`src/rtl/odport_pkg.sv`:
```
package odport_pkg;
  typedef struct packed {
    logic wrData;
    logic wrPull;
    logic rdData;
    logic rdPull;
  } regStb_t;

  typedef enum logic [1:0] {
    PAD_RESET = 2'd0,
    PAD_RUN   = 2'd1,
    PAD_HOLD  = 2'd2,
    PAD_FLOAT = 2'd3
  } padMode_t;
endpackage

```
`src/rtl/odport_ctrl.sv`:
```
module odport_ctrl
  import odport_pkg::*;
#(
  parameter int AW = 8,
  parameter logic [AW-1:0] DATA_ADDR = 'h0F,
  parameter logic [AW-1:0] PULL_ADDR = 'h10
) (
  input  logic          rstN,
  input  logic [AW-1:0] busAddr,
  input  logic          busWe,
  input  logic          busRe,
  input  logic          stopMode,
  input  logic          holdPins,
  output regStb_t       stb,
  output padMode_t      mode
);
  logic hitData;
  logic hitPull;

  assign hitData = (busAddr == DATA_ADDR);
  assign hitPull = (busAddr == PULL_ADDR);

  always_comb begin
    stb.wrData = busWe && hitData;
    stb.wrPull = busWe && hitPull;
    stb.rdData = busRe && hitData;
    stb.rdPull = busRe && hitPull;
  end

  // reset outranks stop mode
  always_comb begin
    if (!rstN)          mode = PAD_RESET;
    else if (!stopMode) mode = PAD_RUN;
    else if (holdPins)  mode = PAD_HOLD;
    else                mode = PAD_FLOAT;
  end
endmodule

```
`src/rtl/odport_dp.sv`:
```
module odport_dp
  import odport_pkg::*;
#(
  parameter int PW = 4,
  parameter int DW = 8
) (
  input  logic          clk,
  input  logic          rstN,
  input  regStb_t       stb,
  input  padMode_t      mode,
  input  logic [PW-1:0] wdata,
  output logic [DW-1:0] rdata,
  output logic [PW-1:0] drvLowEn,
  output logic [PW-1:0] pullUpEn
);
  logic [PW-1:0] dataQ;
  logic [PW-1:0] pullQ;

  always_ff @(posedge clk) begin
    if (!rstN) begin
      dataQ <= '1;
      pullQ <= '0;
    end else begin
      if (stb.wrData) dataQ <= wdata;
      if (stb.wrPull) pullQ <= wdata;
    end
  end

  always_comb begin
    rdata = '0;
    if (stb.rdData)      rdata[PW-1:0] = dataQ;
    else if (stb.rdPull) rdata[PW-1:0] = pullQ;
  end

  for (genvar i = 0; i < PW; i++) begin : g_pad
    always_comb begin
      drvLowEn[i] = 1'b0;
      pullUpEn[i] = 1'b0;
      unique case (mode)
        PAD_RUN: begin
          drvLowEn[i] = ~dataQ[i];
          pullUpEn[i] = pullQ[i] & dataQ[i];
        end
        PAD_HOLD: begin
          drvLowEn[i] = ~dataQ[i] & ~pullQ[i];
          pullUpEn[i] = pullQ[i];
        end
        default: begin
          drvLowEn[i] = 1'b0;
          pullUpEn[i] = 1'b0;
        end
      endcase
    end
  end
endmodule

```
`src/rtl/odport_top.sv`:
```
module odport_top
  import odport_pkg::*;
#(
  parameter int PW = 4,
  parameter int DW = 8,
  parameter int AW = 8,
  parameter logic [AW-1:0] DATA_ADDR = 'h0F,
  parameter logic [AW-1:0] PULL_ADDR = 'h10
) (
  input  logic          clk,
  input  logic          rstN,
  input  logic [AW-1:0] busAddr,
  input  logic [DW-1:0] busWdata,
  input  logic          busWe,
  input  logic          busRe,
  output logic [DW-1:0] busRdata,
  input  logic          stopMode,
  input  logic          holdPins,
  output logic [PW-1:0] drvLowEn,
  output logic [PW-1:0] pullUpEn
);
  regStb_t  stb;
  padMode_t mode;
  logic     unusedWdataHi;

  assign unusedWdataHi = ^busWdata[DW-1:PW];

  odport_ctrl #(.AW(AW), .DATA_ADDR(DATA_ADDR), .PULL_ADDR(PULL_ADDR)) u_ctrl (
    .rstN(rstN), .busAddr(busAddr), .busWe(busWe), .busRe(busRe),
    .stopMode(stopMode), .holdPins(holdPins), .stb(stb), .mode(mode)
  );

  odport_dp #(.PW(PW), .DW(DW)) u_dp (
    .clk(clk), .rstN(rstN), .stb(stb), .mode(mode),
    .wdata(busWdata[PW-1:0]), .rdata(busRdata),
    .drvLowEn(drvLowEn), .pullUpEn(pullUpEn)
  );
endmodule

```
`config.mk`:
```
export PLATFORM = sky130hd
export DESIGN_NAME = odport_top
export DESIGN_NICKNAME = d
export VERILOG_FILES = /design/src/rtl/odport_pkg.sv /design/src/rtl/odport_ctrl.sv /design/src/rtl/odport_dp.sv /design/src/rtl/odport_top.sv
export SDC_FILE = /design/constraint.sdc
export NUM_CORES = 1
export LEC_CHECK = 0
export ABC_AREA = 1
export ABC_CLOCK_PERIOD_IN_PS = 2400
export BUFFER_PORTS_ARGS = -buffer_cell sky130_fd_sc_hd__clkbuf_2
export CAP_MARGIN = 15
export CORE_UTILIZATION = 47
export CTS_BUF_LIST = sky130_fd_sc_hd__clkbuf_4
export DETAILED_ROUTE_END_ITERATION = 8
export HOLD_SLACK_MARGIN = 0.15
export PLACE_DENSITY = 0.85
export SLEW_MARGIN = 20
export SYNTH_ARGS = -nofsm -noshare
export SYNTH_HDL_FRONTEND = slang
export SYNTH_SLANG_ARGS = --single-unit
```
`constraint.sdc`:
```
create_clock -name clk -period 2.4 [get_ports clk]
set_clock_uncertainty 0.1 [all_clocks]
set_input_delay 0.48 -clock clk [delete_from_list [all_inputs] [get_ports clk]]
set_output_delay 0.48 -clock clk [all_outputs]
set_load 0.1 [all_outputs]
```
==> key figures <==
Floorplanning
  • Cell Rows: 13
  • Die area: 0.001529 sq mm
  • Die Width: 39.10 um
  • Die height: 39.10 um
  • I/O pin count: 38
  • Core ar.: approximately 0.0013 sq mm
  • Starting density of the core: 50.34%

Yosys
  • Sequential share of the synthesized area: between 20% and 30%
  • Synth cell types: 18
  • Asr flop ratio synth: 0%
  • #FFs+latches synth: 8
  • EDFF count, synth: 0
  • Predominant post-synthesis flop cell: dfxtp_1
  • Dominant cell type by area after synthesis: dfxtp_1
  • Area contributors post-synth: dfxtp_1 (25%), nand2_1 (12%), nand3_1 (11%)
  • Syn Area/Cell: 6.342 sq um
  • Mapped Cells: 102
  • Synth cell count leaders: nand2_1 (20), inv_1 (14), nand3_1 (14), a21oi_1 (12), dfxtp_1 (8)
  • Count leader, synth: nand2_1
  • Post-synth top area share: around a quarter
  • Synthesized cell area: 646.9 sq um
  • Yosys warnings: 0

Clock tree
  • CTS Sinks: 8
  • Setup bufs post-CTS: 0
  • Skew-Pair Late Insertion Delay: between 0.2 and 0.3 ns
  • Clock transition at path regs: 0.05 ns
  • CTS Root Cell: clkbuf_4
  • Cts bufs inserted: 3
  • CTS tree: yes
  • Post-CTS sizing: 0
  • Clk buf depth: 2
  • Post-CTS Hold Buffers: 0
  • H-tree depth: 1

GRT
  • Tot GR Track Use: 29.71%
  • Initial antenna violation count: 0
  • GRT Residual Overflow: 0
  • Vias in the first global route: 687
  • First-pass GRT wire length: 3.015 mm
  • Largest net degree at the start of global routing: 15

Placed design
  • DP Cell Count: 143
  • PortBufs: 29
  • Placed inst area: 992.2 sq um
  • Routability cong.: 0.8132
  • DP HPWL: 1.494 mm
  • Setup WS pre-CTS: 0.2854 ns

STA
  • Period utilisation layout: 88.03%
  • Tmin final: 2.113 ns
  • Pins over their slew limit: 0
  • Final setup viols: 0
  • RSZ-0062 raised after global routing: no
  • Hold WS: 0.3859 ns
  • Setup ws final: 0.2872 ns
  • Endpoints failing hold: 0
  • Max Clk Rate: 473.3 MHz
  • Setup TNS: 0 ns

Route
  • DR top layer: met4
  • Routed wl met2: 992 um
  • Final ANT Viol Nets: 0
  • Number of remaining DRC errors: 0
  • DR WL/cell: about 12 um
  • Post-Route WL: 1.798 mm
  • Wl on met1: slightly above 700 um
  • Total number of vias: 755
  • DRT iter0 DRCs: 24
  • Detail-routed via count per cell: slightly above 5
  • DRT Pass-1 Iters: 4
  • Met3 wire length: between 60 and 70 um

Layout
  • Fin area: 0.001015 sq mm
  • Layout Nets: around 160
  • Fill count: 83
  • Ant diodes: 0
  • Layout Cells excl Fill: 146
  • Share of layout cells above drive strength 1: 41.22%
  • Area delta synth->final: 56.87%

Flow run
  • Maxcap violations: 0

Worst setup path
  • CP Data Required Time: approximately 1.8 ns
  • CP peak stage delay: 0.24 ns
  • Crit path DAT: 1.53 ns
  • CP max stage cell: clkbuf_2
  • Crit Path Class: primary input to primary output
  • Crit path max fanout: 14
  • Startpoint types: primary input
  • CP endpoint kind: primary output
  • Worst path cell trace: clkbuf_2 > inv_1 > nor2_2 > inv_1 > a21oi_2 > buf_12
  • CP dominant cell by count: inv_1

Power and ir drop
  • P_leak: 0.0004737 uW
  • NetSw: 108.4 uW
  • Sw Ratio: 34.08%
  • Int Power: 209.6 uW
  • Clk network pwr share: 32.1%
  • Worst vdd ir: about 0.33 mV
  • Power per cell area: roughly 310 mW/mm^2
  • Logic pwr share: 26.0%
  • Share of power burned in registers: a little over two fifths

Outcome
  • Run status: complete, no violations

Hold path
  • Worst min path class: flop to flop
## cells in the final DEF, fill, tap and decap left out
master	netlist	routed
nand2_2	4	4
nand3_1	14	14
buf_12	0	12
inv_2	1	1
nor2_1	7	7
a21oi_2	0	8
dfxtp_1	8	8
a21oi_1	12	4
nor2_2	2	2
nand2_4	1	1
clkbuf_4	0	3
o21ai_2	2	2
clkbuf_2	0	17
inv_1	14	14
nand2_1	20	20
nor2_8	1	1
o21ai_1	2	2
nor2_4	3	3
nand4_1	4	4
conb_1	1	4
## power groups by stage
| stage | clock network (uW) | logic [uW] | registers, uW |
|---|---|---|---|
| finish | 102 | 82.6 | 134 |
| global route | 113 | 89.4 | 133 |
| CTS | 107 | 82.1 | 133 |
| detailed placement | 0 | 81.9 | 136 |
| global placement | 0 | 79.1 | 136 |
| floorplan | 0 | 63.4 | 136 |
## state kept, by name, summed over array words and instances (netlist names)
name,cells
u_dp.pullQ,4
u_dp.dataQ,4
## path summary, 6_finish.rpt
kind / startpoint / endpoint / slack (ns) / cells after the start
max: rstN / drvLowEn[2] / 0.29 / 6
min: u_dp.pullQ[3] / u_dp.pullQ[3] / 0.39 / 2
max reg2reg: u_dp.dataQ[1] / u_dp.dataQ[1] / 1.67 / 2
min reg2reg: u_dp.pullQ[3] / u_dp.pullQ[3] / 0.39 / 2
## cells by family after synthesis
family | after synthesis | share of synthesized area, %
compound gates | 16 | 13.54
flops | 8 | 24.76
other cells | 1 | 0.5797
buf+inv | 21 | 14.89
simple gates | 56 | 46.23
## area by class of cell
class                           instances  area, sq um  area share [%]
Multi-Input combinational cell         76        431.7           42.54
Timing Repair Buffer                   29        325.3           32.06
Sequential cell                         8        160.2           15.78
Inverter                               15        56.30           5.549
Clock buffer                            3        22.52           2.219
Tap cell                               15        18.77           1.850
## per-stage QoR
step                      total power, uW  util [%]
final                               318.0     78.97
after global routing                335.5     78.97
after CTS                           322.9     78.97
after detailed placement            218.3     77.22
after global placement              215.5     77.22
after floorplan                     199.7         -
## routing by layer
layer,global-route usage [%],vias to the layer above
met4,15.52,0
met5,0,-
met3,4.046,2
met2,52.08,30
met1,34.26,344
li1,-,379
## worst max-delay path, delay by kind of cell
family	cells	cell delay, ns
AOI/OAI and AO/OA	1	0.21
buffers and inverters	4	0.67
and+or+nand+nor	1	0.17
Power figures use the tool's default switching activity.
